## src/rtl/ras_pkg.sv

```systemverilog
package ras_pkg;

    typedef enum logic [1:0] {
        ST_EMPTY   = 2'd0,
        ST_PARTIAL = 2'd1,
        ST_FULL    = 2'd2
    } ras_state_e;

    typedef enum logic [1:0] {
        OP_IDLE = 2'd0,
        OP_PUSH = 2'd1,
        OP_POP  = 2'd2,
        OP_SWAP = 2'd3
    } ras_op_e;

endpackage

```

## src/rtl/ras_ctrl.sv

```systemverilog
module ras_ctrl
    import ras_pkg::*;
#(
    parameter int DEPTH = 16,
    localparam int PW = $clog2(DEPTH),
    localparam int CW = $clog2(DEPTH + 1)
) (
    input  logic          clk,
    input  logic          rst_n,
    input  logic          push_i,
    input  logic          pop_req_i,
    output logic          valid_o,
    output logic          wr_en_o,
    output logic [PW-1:0] wr_idx_o,
    output logic [PW-1:0] rd_idx_o
);

    localparam logic [PW-1:0] LAST_IDX = PW'(DEPTH - 1);
    localparam logic [CW-1:0] CNT_FULL = CW'(DEPTH);
    localparam logic [CW-1:0] CNT_ONE  = CW'(1);

    ras_state_e    state_q, state_d;
    ras_op_e       op;
    logic [PW-1:0] sp_q, sp_d;
    logic [CW-1:0] cnt_q, cnt_d;

    function automatic logic [PW-1:0] idx_inc(input logic [PW-1:0] v);
        return (v == LAST_IDX) ? '0 : v + PW'(1);
    endfunction

    function automatic logic [PW-1:0] idx_dec(input logic [PW-1:0] v);
        return (v == '0) ? LAST_IDX : v - PW'(1);
    endfunction

    // The return is taken first, so a return on an empty stack is dropped
    always_comb begin
        logic pop_ok;
        pop_ok = pop_req_i && (state_q != ST_EMPTY);
        unique case ({push_i, pop_ok})
            2'b10:   op = OP_PUSH;
            2'b01:   op = OP_POP;
            2'b11:   op = OP_SWAP;
            default: op = OP_IDLE;
        endcase
    end

    // Next state, stack pointer and occupancy
    always_comb begin
        state_d = state_q;
        sp_d    = sp_q;
        cnt_d   = cnt_q;
        unique case (op)
            OP_PUSH: begin
                sp_d  = idx_inc(sp_q);
                cnt_d = (cnt_q == CNT_FULL) ? cnt_q : cnt_q + CW'(1);
            end
            OP_POP: begin
                sp_d  = idx_dec(sp_q);
                cnt_d = cnt_q - CW'(1);
            end
            OP_SWAP, OP_IDLE: ;
        endcase
        unique case (state_q)
            ST_EMPTY: begin
                if (op == OP_PUSH) state_d = ST_PARTIAL;            // fill
            end
            ST_PARTIAL: begin
                if (op == OP_PUSH && cnt_q == CNT_FULL - CW'(1))
                    state_d = ST_FULL;                              // top_off
                else if (op == OP_POP && cnt_q == CNT_ONE)
                    state_d = ST_EMPTY;                             // drain
            end
            ST_FULL: begin
                if (op == OP_POP) state_d = ST_PARTIAL;             // unload
            end
            default: state_d = ST_EMPTY;
        endcase
    end

    // State register
    always_ff @(posedge clk or negedge rst_n) begin
        if (!rst_n) begin
            state_q <= ST_EMPTY;
            sp_q    <= '0;
            cnt_q   <= '0;
        end else begin
            state_q <= state_d;
            sp_q    <= sp_d;
            cnt_q   <= cnt_d;
        end
    end

    // Outputs
    always_comb begin
        valid_o  = (state_q != ST_EMPTY);
        wr_en_o  = (op == OP_PUSH) || (op == OP_SWAP);
        wr_idx_o = (op == OP_SWAP) ? idx_dec(sp_q) : sp_q;
        rd_idx_o = idx_dec(sp_q);
    end

endmodule

```

## src/rtl/ras_store.sv

```systemverilog
module ras_store #(
    parameter int DEPTH = 16,
    parameter int AW    = 32,
    localparam int PW = $clog2(DEPTH)
) (
    input  logic          clk,
    input  logic          wr_en_i,
    input  logic [PW-1:0] wr_idx_i,
    input  logic [AW-1:0] wr_data_i,
    input  logic [PW-1:0] rd_idx_i,
    output logic [AW-1:0] rd_data_o
);

    logic [AW-1:0] slot [DEPTH];

    for (genvar g = 0; g < DEPTH; g++) begin : g_slot
        always_ff @(posedge clk) begin
            if (wr_en_i && wr_idx_i == PW'(g)) slot[g] <= wr_data_i;
        end
    end

    assign rd_data_o = slot[rd_idx_i];

endmodule

```

## src/rtl/ras_predictor.sv

```systemverilog
module ras_predictor #(
    parameter int DEPTH = 16,
    parameter int AW    = 32,
    localparam int PW = $clog2(DEPTH)
) (
    input  logic          clk,
    input  logic          rst_n,
    input  logic          call_i,
    input  logic          call_next_i,
    input  logic [AW-1:0] call_addr_i,
    input  logic          ret_i,
    output logic [AW-1:0] pred_addr_o,
    output logic          pred_valid_o
);

    logic          push;
    logic          wr_en;
    logic [PW-1:0] wr_idx;
    logic [PW-1:0] rd_idx;
    logic [AW-1:0] rd_data;
    logic          valid;

    // A call to the next instruction does not touch the stack
    assign push = call_i && !call_next_i;

    ras_ctrl #(.DEPTH(DEPTH)) u_ctrl (
        .clk       (clk),
        .rst_n     (rst_n),
        .push_i    (push),
        .pop_req_i (ret_i),
        .valid_o   (valid),
        .wr_en_o   (wr_en),
        .wr_idx_o  (wr_idx),
        .rd_idx_o  (rd_idx)
    );

    ras_store #(.DEPTH(DEPTH), .AW(AW)) u_store (
        .clk       (clk),
        .wr_en_i   (wr_en),
        .wr_idx_i  (wr_idx),
        .wr_data_i (call_addr_i),
        .rd_idx_i  (rd_idx),
        .rd_data_o (rd_data)
    );

    assign pred_valid_o = valid;
    assign pred_addr_o  = valid ? rd_data : '0;

endmodule

```

## config.mk

```make
export PLATFORM = sky130hd
export DESIGN_NAME = ras_predictor
export DESIGN_NICKNAME = d
export VERILOG_FILES = /design/src/rtl/ras_pkg.sv /design/src/rtl/ras_ctrl.sv /design/src/rtl/ras_store.sv /design/src/rtl/ras_predictor.sv
export SDC_FILE = /design/constraint.sdc
export NUM_CORES = 1
export LEC_CHECK = 0
export BUFFER_PORTS_ARGS = -buffer_cell sky130_fd_sc_hd__clkbuf_2
export CAP_MARGIN = 20
export CORE_MARGIN = 10
export CORE_UTILIZATION = 31
export DETAILED_ROUTE_END_ITERATION = 8
export PLACE_DENSITY = 0.47
export SYNTH_ARGS = -nofsm -noshare
export SYNTH_HDL_FRONTEND = slang
export SYNTH_HIERARCHICAL = 1
export SYNTH_SLANG_ARGS = --single-unit
```

## constraint.sdc

```tcl
create_clock -name clk -period 10.2 [get_ports clk]
set_input_delay 0.51 -clock clk [delete_from_list [all_inputs] [get_ports clk]]
set_output_delay 0.51 -clock clk [all_outputs]
set_load 0.01 [all_outputs]
```

==> qor.txt, run 1 <==
worst slew pin tran -> 0.978 ns
initial antenna violation count -> 1
Die Ht -> 276 um
Tot GR Track Use -> 12.3%
die width -> 276 um
# DRC -> 0
Ys Warns -> 6
Sequential Power Share -> 34.4%
largest family of logic cells by synthesized area -> multiplexers
Post-synth top flop -> edfxtp_1
core area -> 64700 um2
wire length per cell -> 24.4 um
dominant delay contributor by cell family on the critical path -> buffers and inverters
Clock transition at path regs -> 0.06 ns
EDFF count, synth -> 512
total die area -> 76300 um2
FILL cells -> 5996
Cell Count, Final, Fillers Out -> 1952
CTS max path bufs -> 3
post-route ant nets -> 0
Crit Path Class -> register to output pin
post-place instance area -> 21900 um2
Mapped Area -> 20300 um2
Synth Register Bits -> 523
synthesis-to-finish area growth -> 17.4%
Yosys cell types -> 44
layout cells sized above 1 -> 33.6%
Worst path slowest cell -> buf_4
design area -> 23900 um2
unrepaired setup endpoints after global routing -> false
register area share after synthesis -> 76.9%
CTS sink count -> 523
H-Tree Depth -> 2
DP HPWL -> 26.4 mm
DP Cell Count -> 1844
max-slew violations -> 0
data arrival time of the worst path -> 4.12 ns
initial core utilization -> 31.4%
clock power share -> 28.6%
Post-Synth Simple-Gate Area -> 3.27%
worst min path class -> primary input to register
via count -> 9597
crit end category -> output pin
Worst Clk Skew -> 0.0253 ns
RePlAce Congestion -> 0.688
normalized max-slew margin -> 34.8%
status -> finished, final reports clean
DR vias/cell -> 4.92
Sw Ratio -> 32.9%
vias in the first global route -> 10200
Root Driver -> clkbuf_16
final setup fails -> 0
crit-path cells -> inv_2, ha_1, inv_6, buf_4, buf_16, mux4_2, a22oi_1, nand2_1, and2_2, clkbuf_2
DRT iter0 DRCs -> 698
FMAX -> 216 MHz
largest net degree at the start of global routing -> 86
Compound-Gate Fraction of Synth Area -> 3.20%
post-synthesis mux area share -> 14.4%
max_cap viols -> 0
internal power -> 4.97 mW
WP buf/inv -> 5
FF+latch area -> 15700 um2
CP max stage delay -> 0.58 ns
syn_area_per_cell -> 21.5 um2
CTS tree -> built
fraction of registers with async set or reset after synthesis -> 2.10%
Gate power share -> 37.0%
Port Buffers -> 69
first-pass GRT wire length -> 70.7 mm
syn_nets -> 990
maximum VDD drop -> 0.223 mV
Setup crit start kind -> register
total gr overflow -> 0
crit share post-route -> 45.4%
Gate Count Post-Synth -> 944
# nets final -> 1095
minimum clock period -> 4.63 ns
first drt pass iteration count -> 7
Adder-Cell Fraction of Synth Area -> 0.554%
P_sw -> 2.44 mW
FP Rows -> 93
Crit Path Max Fanout -> 59
hold slack -> 0.294 ns
Fin. Hold Viols -> 0
total wire length -> 47.6 mm
Setup TNS -> 0 ns
area of the multi-input gates -> 4560 um2
worst skew pair latency -> 0.62 ns
worst path required time -> 9.69 ns
Leak -> 7.61 nW
Ant. Diodes -> 0
TritonCTS buffer count -> 56
PwrDens -> 310 nW/um2
post-synthesis xor/xnor area fraction -> 0.301%
IO Pins -> 70
==> sequential cells by signal, summed over array words and instances, names as in the netlist <==
signal and count:
u_ctrl/cnt_q 5, u_ctrl/state_q 2, u_store/slot 512, u_ctrl/sp_q 4
==> synthesized netlist by cell type, types with 6 or more instances <==
library cell	number	area share [%]
edfxtp_1	512	76
mux4_2	128	14
a22oi_1	64	2.4
nand2_1	37	0.68
and2_2	32	1.2
nor2_1	22	0.41
clkbuf_1	17	0.31
buf_2	11	0.27
dfrtp_1	11	1.4
buf_1	10	0.18
inv_1	10	0.18
buf_4	9	0.33
ha_1	9	0.55
a21oi_1	6	0.15
o21ai_0	6	0.15
==> repair_timing <==
action | CTS | global route
setup buffers | 0 | 0
gates resized for setup | 0 | 0
hold buffers | 1 | 0
hold endpoints to repair | 11 | 0
==> logic make-up (layout without fill, tap and decap cells) <==
| logic type | count (synthesis) | count (layout) |
|---|---|---|
| AO/OA/AOI/OAI | 90 | 90 |
| XOR/XNOR | 7 | 7 |
| adder cells (fa/ha/maj) | 9 | 9 |
| buffers and inverters | 61 | 214 |
| flip-flops | 523 | 523 |
| multiplexers | 132 | 132 |
| AND/OR/NAND/NOR | 122 | 122 |
==> worst reg2reg max path, stage by stage, from the launching register on <==
cell     delay, ns
dfrtp_1       0.42
or2_2         0.63
and2_1        0.34
ha_1          0.26
o21ai_0       0.77
nand2_1       0.44
nor2_4        0.71
buf_4         0.45
==> path summary, 6_finish.rpt <==
| kind | startpoint | to | slack [ns] | depth (start not counted) |
|---|---|---|---|---|
| worst max-delay path | u_ctrl/sp_q[0] | pred_addr_o[25] | 5.57 | 10 |
| worst min-delay path | call_addr_i[27] | u_store/slot[6][27] | 0.29 | 1 |
| worst max register to register | u_ctrl/state_q[0] | u_store/slot[3][29] | 5.84 | 7 |
| worst min register to register | u_ctrl/state_q[1] | u_ctrl/state_q[0] | 0.53 | 1 |
| max in group asynchronous | rst_n | u_ctrl/sp_q[3] | 9.60 | 2 |
| min in group asynchronous | rst_n | u_ctrl/sp_q[1] | 0.34 | 2 |
==> per-layer routing <==
layer | vias to the layer above | GRT usage, % | part of all wire (%)
met4 | 2 | 3.31 | 1.9
met1 | 5203 | 16.5 | 45
met5 | - | 0 | 0.027
li1 | 4157 | - | -
met2 | 171 | 20.2 | 50
met3 | 64 | 2.05 | 3.7
==> cells in the final DEF, fill, tap and decap left out, types with 2 or more instances in the layout <==
| cell | instances |
|---|---|
| a22oi_1 | 64 |
| nand3_1 | 3 |
| nand3b_1 | 3 |
| nand2b_1 | 5 |
| buf_4 | 23 |
| a31oi_1 | 3 |
| o21ai_1 | 2 |
| ha_1 | 9 |
| o21ai_0 | 6 |
| and2_2 | 33 |
| clkbuf_1 | 6 |
| or2_2 | 2 |
| clkinvlp_4 | 3 |
| nor2b_4 | 2 |
| edfxtp_1 | 512 |
| nor2_1 | 9 |
| inv_6 | 4 |
| mux2i_1 | 4 |
| nor2_4 | 13 |
| bufinv_16 | 10 |
| xnor2_1 | 4 |
| buf_12 | 3 |
| clkbuf_2 | 69 |
| inv_1 | 9 |
| nand2_1 | 37 |
| dfrtp_1 | 11 |
| nor3_2 | 4 |
| xor2_1 | 3 |
| a21oi_1 | 6 |
| clkinv_2 | 8 |
| nor2b_1 | 2 |
| mux4_2 | 128 |
| clkbuf_16 | 56 |
| clkinv_1 | 17 |
==> stage by stage <==
step | setup slack, ns | utilization (%) | power (mW)
2_1_floorplan | 5.53 | - | 4.44
3_3_place_gp | 5.82 | 33.8 | 5.40
3_5_place_dp | 5.75 | 33.9 | 5.42
4_1_cts | 5.23 | 36.9 | 7.56
5_1_grt | 5.31 | 36.9 | 7.82
6_report | 5.57 | 36.9 | 7.41
==> final cells by class <==
type,count,area share (%)
inverters,11,0.194
multi-input cells,360,19.1
flip-flops and latches,523,65.5
well taps,855,4.48
repair buffers,97,2.58
clock buffers,62,5.96
clock inverters,44,2.17
==> power groups by stage <==
stage / registers [mW] / logic, mW / clock network [mW]
floorplan: 2.58 / 1.87 / 0
global placement: 2.59 / 2.81 / 0
detailed placement: 2.59 / 2.83 / 0
CTS: 2.55 / 2.83 / 2.18
global route: 2.56 / 2.99 / 2.27
finish: 2.55 / 2.74 / 2.12
Note: power is estimated with default switching activity, not from simulation.
==> run 2: changes to the inputs <==
==> constraint.sdc (replaced) <==
create_clock -name clk -period 4.82 [get_ports clk]
set_input_delay 0.241 -clock clk [delete_from_list [all_inputs] [get_ports clk]]
set_output_delay 0.241 -clock clk [all_outputs]
set_load 0.01 [all_outputs]
==> run 2 against run 1 <==
Net effect:
- design area up 0.17%
- die area unchanged
- largest cell class unchanged
- clock power up 95%
- count of clock-buffer cells in the layout up 9
- highest routed layer unchanged
- first-iteration DRC count up 8.3%
- routed wire length up 2.7%
==> qor.txt, run 2 (synthesis gave the netlist of run 1 again) <==
IO Pins -> 70 (unchanged)
Worst Clk Skew -> 0.0434 ns (+0.0181 ns)
CTS tree -> built
vias in the first global route -> 10200 (-0.70%)
post-place setup slack -> 1.37 ns (-4.38 ns)
Leak -> 7.63 nW (+0.23%)
crit-path cells -> inv_2, ha_1, nand2b_1, o21ai_4, buf_12, mux4_2, a22oi_1, nand2_1, and2_2, clkbuf_2
initial antenna violation count -> 1 (unchanged)
final setup fails -> 0 (unchanged)
worst path required time -> 4.58 ns (-5.11 ns)
# nets final -> 1110 (+1.4%)
layout cells sized above 1 -> 33.9% (+0.27 points)
Fin. Hold Viols -> 0 (unchanged)
Sequential Power Share -> 34.9% (+0.5 points)
DR vias/cell -> 4.90 (-0.24%)
Setup TNS -> 0 ns (unchanged)
Setup crit start kind -> register
WP buf/inv -> 3 (-2)
TritonCTS buffer count -> 56 (unchanged)
worst hold start -> call_addr_i[4]
dominant delay contributor by cell family on the critical path -> buffers and inverters
CP max stage delay -> 0.57 ns (about the same)
Port Buffers -> 69 (unchanged)
Die Ht -> 276 um (unchanged)
data arrival time of the worst path -> 3.65 ns (-0.47 ns)
FP Rows -> 93 (unchanged)
FF+latch area -> 15700 um2 (unchanged)
worst slew pin tran -> 0.959 ns (-0.0187 ns)
Worst path slowest cell -> mux4_2
Crit Path Class -> register to output pin
via count -> 9638 (+0.43%)
Sw Ratio -> 33.5% (+0.62 points)
H-Tree Depth -> 2 (unchanged)
post-route worst setup slack -> 0.934 ns (-4.64 ns)
hold slack -> 0.0342 ns (-0.260 ns)
Clock transition at path regs -> 0.06 ns (about the same)
maximum VDD drop -> 0.600 mV (+170%)
clock power share -> 26.8% (-1.8 points)
Crit Path Max Fanout -> 65 (+10%)
first-pass GRT wire length -> 71.8 mm (+1.6%)
max_cap viols -> 0 (unchanged)
core area -> 64700 um2 (unchanged)
total wire length -> 48.9 mm (+2.7%)
worst skew pair latency -> 0.62 ns (about the same)
Largest register FFs -> 512 (unchanged)
DP HPWL -> 26.8 mm (+1.5%)
DRT iter0 DRCs -> 756 (+8.3%)
CTS max path bufs -> 3 (unchanged)
Root Driver -> clkbuf_16
Tot GR Track Use -> 12.5% (+0.25 points)
Biggest register -> u_store/slot
largest net degree at the start of global routing -> 66 (-23%)
total die area -> 76300 um2 (unchanged)
most frequent cells in the layout -> edfxtp_1, mux4_2, clkbuf_2
synthesis-to-finish area growth -> 17.6%
wire length per cell -> 24.9 um (+2.1%)
Gate power share -> 38.3% (+1.3 points)
RePlAce Congestion -> 0.709 (+3.1%)
status -> finished, final reports clean
total gr overflow -> 0 (unchanged)
worst min path class -> primary input to register
commonest non-fill, non-tap cell in the layout -> edfxtp_1
reg2reg start -> u_ctrl/state_q[0]
Pwr Total -> 15.5 mW (+110%)
top flop regs -> u_store/slot (512), u_ctrl/cnt_q (5), u_ctrl/sp_q (4)
die width -> 276 um (unchanged)
FILL cells -> 6002 (+0.10%)
area of the multi-input gates -> 4560 um2 (unchanged)
crit end category -> output pin
internal power -> 10.3 mW (+110%)
CTS sink count -> 523 (unchanged)
post-CTS setup buffer count -> 0 (unchanged)
# DRC -> 0 (unchanged)
PwrDens -> 646 nW/um2 (+110%)
FMAX -> 257 MHz
post-route ant nets -> 0 (unchanged)
unrepaired setup endpoints after global routing -> false
first drt pass iteration count -> 4 (-3)
P_sw -> 5.18 mW (+110%)
minimum clock period -> 3.89 ns
max-slew violations -> 0 (unchanged)
normalized max-slew margin -> 35.9% (+1.1 points)
initial core utilization -> 31.4% (unchanged)
crit share post-route -> 80.6%
Setup crit start -> u_ctrl/sp_q[0]
[run 2: changes by cell type in the layout (fill, tap and decap cells not counted), moves of 2 or more]
| cell | change |
|---|---|
| buf_4 | +6 |
| dlygate4sd3_1 | +2 |
| inv_6 | -2 |
| buf_12 | +8 |
| clkbuf_1 | +8 |
| clkinv_2 | +3 |
| bufinv_16 | -6 |
| clkinv_1 | -5 |
[run 2: stage by stage]
stage / area [um2] / util (%) / cells
after floorplan: 20300 / - / 944
after global placement: 22100 / 34.2 / 1858
after detailed placement: 22100 / 34.2 / 1858
after CTS: 23900 / 37.0 / 1964
after global routing: 23900 / 37.0 / 1964
final: 23900 / 37.0 / 1965
[run 2: area by class of cell]
type                    count  share of cell area (%)
clock buffers              71                    6.18
inverters                  11                   0.194
flip-flops and latches    523                    65.4
multi-input cells         360                    19.0
repair buffers            112                    3.40
clock inverters            32                    1.27
well taps                 855                    4.47
diodes                      1                  0.0105
[run 2: worst paths after layout]
path	endpoint	slack, ns	cells past startpoint
setup / recovery	pred_addr_o[18]	0.93	10
hold / removal	u_store/slot[5][4]	0.03	1
setup reg to reg	u_store/slot[10][15]	1.36	7
hold reg to reg	u_ctrl/state_q[0]	0.54	1
max in group asynchronous	u_ctrl/sp_q[3]	4.49	2
min in group asynchronous	u_ctrl/cnt_q[2]	0.10	2
[run 2: metal layers]
layer | part of all wire (%) | track usage (%) | wire length, um
met1 | 45 | 17.0 | 22200
met2 | 50 | 20.7 | 24200
met3 | 3.7 | 2.33 | 1810
met4 | 1.3 | 2.59 | 624
met5 | 0.027 | 0 | 13
[run 2: timing repair]
item | CTS | global route
hold buffers | 3 | 0
resized for setup | 0 | 0
hold endpoints to repair | 35 | 0
[run 2: power by group through the flow]
stage / clock network [mW] / logic, mW / registers [mW]
after floorplan: 0 / 3.95 / 5.45
after global placement: 0 / 6.15 / 5.48
after detailed placement: 0 / 6.14 / 5.49
after CTS: 4.27 / 6.16 / 5.39
after global routing: 4.46 / 6.44 / 5.41
final: 4.14 / 5.93 / 5.39
==> run 3: changes to the inputs <==
--- a/config.mk
+++ b/config.mk
@@ -5,12 +5,13 @@
 export SDC_FILE = /design/constraint.sdc
 export NUM_CORES = 1
 export LEC_CHECK = 0
+export ABC_AREA = 1
 export BUFFER_PORTS_ARGS = -buffer_cell sky130_fd_sc_hd__clkbuf_2
 export CAP_MARGIN = 20
 export CORE_MARGIN = 10
 export CORE_UTILIZATION = 31
 export DETAILED_ROUTE_END_ITERATION = 8
-export PLACE_DENSITY = 0.47
+export PLACE_DENSITY = 0.48
 export SYNTH_ARGS = -nofsm -noshare
 export SYNTH_HDL_FRONTEND = slang
 export SYNTH_HIERARCHICAL = 1
==> constraint.sdc (replaced) <==
create_clock -name clk -period 3.5 [get_ports clk]
set_input_delay 0.175 -clock clk [delete_from_list [all_inputs] [get_ports clk]]
set_output_delay 0.175 -clock clk [all_outputs]
set_load 0.01 [all_outputs]
==> run 3 against run 2 <==
Net effect:
- flip-flop and latch count did not move
- routed wire length rose by 33%
- via count rose by 64%
- combinational power rose by 100%
- die area rose by 13%
- clock power rose by 46%
- non-clock buffer count rose by 41
- first-iteration DRC count rose by 48%
- clock skew fell by 0.027 ns
- register-to-register slack got worse by 0.84 ns
- sequential power rose by 38%
- critical path type unchanged
- largest power group unchanged
- highest routed layer unchanged
==> qor.txt, run 3 <==
total die area -> 86500 um2 (+13%)
top cell type's share of synthesized area -> 66.0% (-9.6 points)
worst slew pin tran -> 0.610 ns (-0.349 ns)
PwrDens -> 935 nW/um2 (+45%)
Gate Count Post-Synth -> 2289 (+140%)
initial antenna violation count -> 2 (+1)
P_sw -> 10.8 mW (+110%)
core area -> 74400 um2 (+15%)
post-route ant nets -> 0 (unchanged)
max-slew violations -> 0 (unchanged)
wire length per cell -> 19.1 um (-23%)
Sequential Power Share -> 29.0% (-5.9 points)
layout cells sized above 1 -> 10.4% (-24 points)
first drt pass iteration count -> 5 (+1)
Worst path slowest cell -> dfrtp_2
IO Pins -> 70 (unchanged)
commonest non-fill, non-tap cell in the layout -> nand2_1
normalized max-slew margin -> 59.3% (+23 points)
CTS tree -> built
EDFF count, synth -> 512 (unchanged)
die width -> 294 um (+6.5%)
Leak -> 11.8 nW (+55%)
Ys Warns -> 6 (unchanged)
H-Tree Depth -> 2 (unchanged)
# nets final -> 2440 (+120%)
crit end category -> output pin
total wire length -> 65.2 mm (+33%)
Sw Ratio -> 42.2% (+8.7 points)
crit share post-route -> 93.6%
RePlAce Congestion -> 0.758 (+6.9%)
total gr overflow -> 0 (unchanged)
Crit Path Max Fanout -> 24 (-63%)
max_cap viols -> 0 (unchanged)
internal power -> 14.8 mW (+44%)
syn_area_per_cell -> 10.2 um2 (-53%)
CTS max path bufs -> 3 (unchanged)
Crit Path Class -> register to output pin
worst skew pair latency -> 0.61 ns (about the same)
met3 usage -> 2.10% (-0.23 points)
maximum VDD drop -> 0.725 mV (+21%)
Synth Register Bits -> 523 (unchanged)
clock power share -> 23.7% (-3.1 points)
Die Ht -> 294 um (+6.5%)
first-pass GRT wire length -> 97.7 mm (+36%)
register area share after synthesis -> 67.1% (-9.8 points)
top cells by count, synth -> nand2_1, edfxtp_1, inv_1, nand3_1, buf_2
Fin. Hold Viols -> 0 (unchanged)
largest net degree at the start of global routing -> 68 (+3.0%)
Post-synth top flop -> edfxtp_1
most frequent cells in the layout -> nand2_1, edfxtp_1, inv_1
Cell Count, Final, Fillers Out -> 3410 (+74%)
Clock transition at path regs -> 0.07 ns (about the same)
top flop regs -> u_store/slot (512), u_ctrl/cnt_q (5), u_ctrl/sp_q (4)
met2 Usage GRT -> 25.4% (+4.7 points)
vias in the first global route -> 15300 (+51%)
via count -> 15800 (+64%)
DR vias/cell -> 4.63 (-5.6%)
status -> finished, final reports clean
most frequent cell on the critical path -> nand2_1
WP buf/inv -> 6 (+3)
Yosys cell types -> 30 (-32%)
FMAX -> 305 MHz
hold slack -> 0.0171 ns (-0.0171 ns)
Biggest register -> u_store/slot
FF+latch area -> 15700 um2 (about the same)
FP Rows -> 100 (+7.5%)
CP max stage delay -> 0.52 ns (-0.05 ns)
data arrival time of the worst path -> 3.10 ns (-0.55 ns)
Tot GR Track Use -> 14.8% (+2.3 points)
Setup crit start kind -> register
Worst Clk Skew -> 0.0164 ns (-0.0270 ns)
Ant. Diodes -> 0 (-1)
initial core utilization -> 31.3% (-0.14 points)
area of the multi-input gates -> 5430 um2 (+19%)
DRT iter0 DRCs -> 1117 (+48%)
syn_nets -> 2335 (+140%)
CTS sink count -> 523 (unchanged)
GRT busiest layer -> met2
crit-path cells -> inv_2, ha_4, a21oi_1, nand2_1, nand2_1, inv_4, inv_4, buf_12, nand3_1, nand2_1, nand2_1, inv_1, clkbuf_2
dominant delay contributor by cell family on the critical path -> buffers and inverters
synthesis-to-finish area growth -> 17.4%
Largest register FFs -> 512 (unchanged)
TritonCTS buffer count -> 57 (+1.8%)
# DRC -> 0 (unchanged)
fraction of registers with async set or reset after synthesis -> 2.10% (unchanged)
worst min path class -> primary input to async pin
top cells by area, synth -> edfxtp_1, nand2_1, nand3_1
M1 GR Usage -> 19.6% (+2.7 points)
Gate power share -> 47.3% (+9.0 points)
unrepaired setup endpoints after global routing -> false
Yosys top cell by area -> edfxtp_1
design area -> 27400 um2 (+14%)
DP HPWL -> 34.1 mm (+27%)
minimum clock period -> 3.28 ns
Setup TNS -> 0 ns (unchanged)
most common cell in the netlist -> nand2_1
Mapped Area -> 23300 um2 (+15%)
FILL cells -> 7315 (+22%)
final setup fails -> 0 (unchanged)
DP Cell Count -> 3269 (+76%)
worst path required time -> 3.32 ns (-1.26 ns)
Finished Core Util -> 36.8% (-0.22 points)
post-place instance area -> 24900 um2 (+13%)
Port Buffers -> 69 (unchanged)
Root Driver -> clkbuf_16
## run 3: metal layers
layer | wire length [um] | vias to the layer above
li1 | - | 7561
met1 | 29400 | 7787
met2 | 31900 | 358
met3 | 2700 | 88
met4 | 1200 | 2
met5 | 7 | -
## run 3: layout make-up
cell class	instances	share of cell area, %
well taps	969	4.43
inverters	441	6.15
flip-flops and latches	523	57.2
repair inverters	2	0.0640
repair buffers	153	5.38
clock inverters	26	1.25
multi-input cells	1216	19.8
clock buffers	80	5.67
## run 3: cell families after synthesis
| logic type | after synthesis | synth area share [%] |
|---|---|---|
| buffers and inverters | 551 | 10.4 |
| DFF | 523 | 67.1 |
| and+or+nand+nor | 1186 | 21.4 |
| xor gates and xnor gates | 5 | 0.188 |
| AOI/OAI and AO/OA | 15 | 0.419 |
| adders and majority gates | 9 | 0.483 |
## run 3: power groups by stage
stage / clock (mW) / sequential [mW] / combinational [mW]
after global routing: 6.49 / 7.45 / 13.4
after floorplan: 0 / 7.50 / 7.43
after CTS: 6.24 / 7.42 / 12.2
after global placement: 0 / 7.52 / 11.2
after detailed placement: 0 / 7.53 / 11.2
final: 6.06 / 7.42 / 12.1
## run 3: worst paths after layout
check / end / slack (ns) / cells past startpoint / startpoint
worst min-delay path: u_ctrl/cnt_q[4] / 0.02 / 2 / rst_n
worst max-delay path: pred_addr_o[18] / 0.22 / 13 / u_ctrl/sp_q[0]
worst min register to register: u_ctrl/state_q[1] / 0.55 / 1 / u_ctrl/state_q[1]
min in group clk: u_store/slot[14][29] / 0.03 / 1 / call_addr_i[29]
max in group asynchronous: u_ctrl/sp_q[0] / 3.22 / 2 / rst_n
worst max register to register: u_store/slot[12][15] / 0.52 / 10 / u_ctrl/state_q[1]
## run 3: metrics by stage
| step | setup WS, ns | total power, mW |
|---|---|---|
| after floorplan | 0.0779 | 14.9 |
| after global placement | 0.421 | 18.7 |
| after detailed placement | 0.367 | 18.7 |
| after CTS | 0.0197 | 25.9 |
| after global routing | 0.0813 | 27.3 |
| final | 0.223 | 25.6 |
## run 3: timing repair
action,4_1_cts,5_1_grt
endpoints found under the setup margin,32,29
hold buffers,18,0
resized for setup,14,6
buffers inserted,9,0
cloned,7,1
endpoints found under the hold margin,268,0
pin swaps,1,0
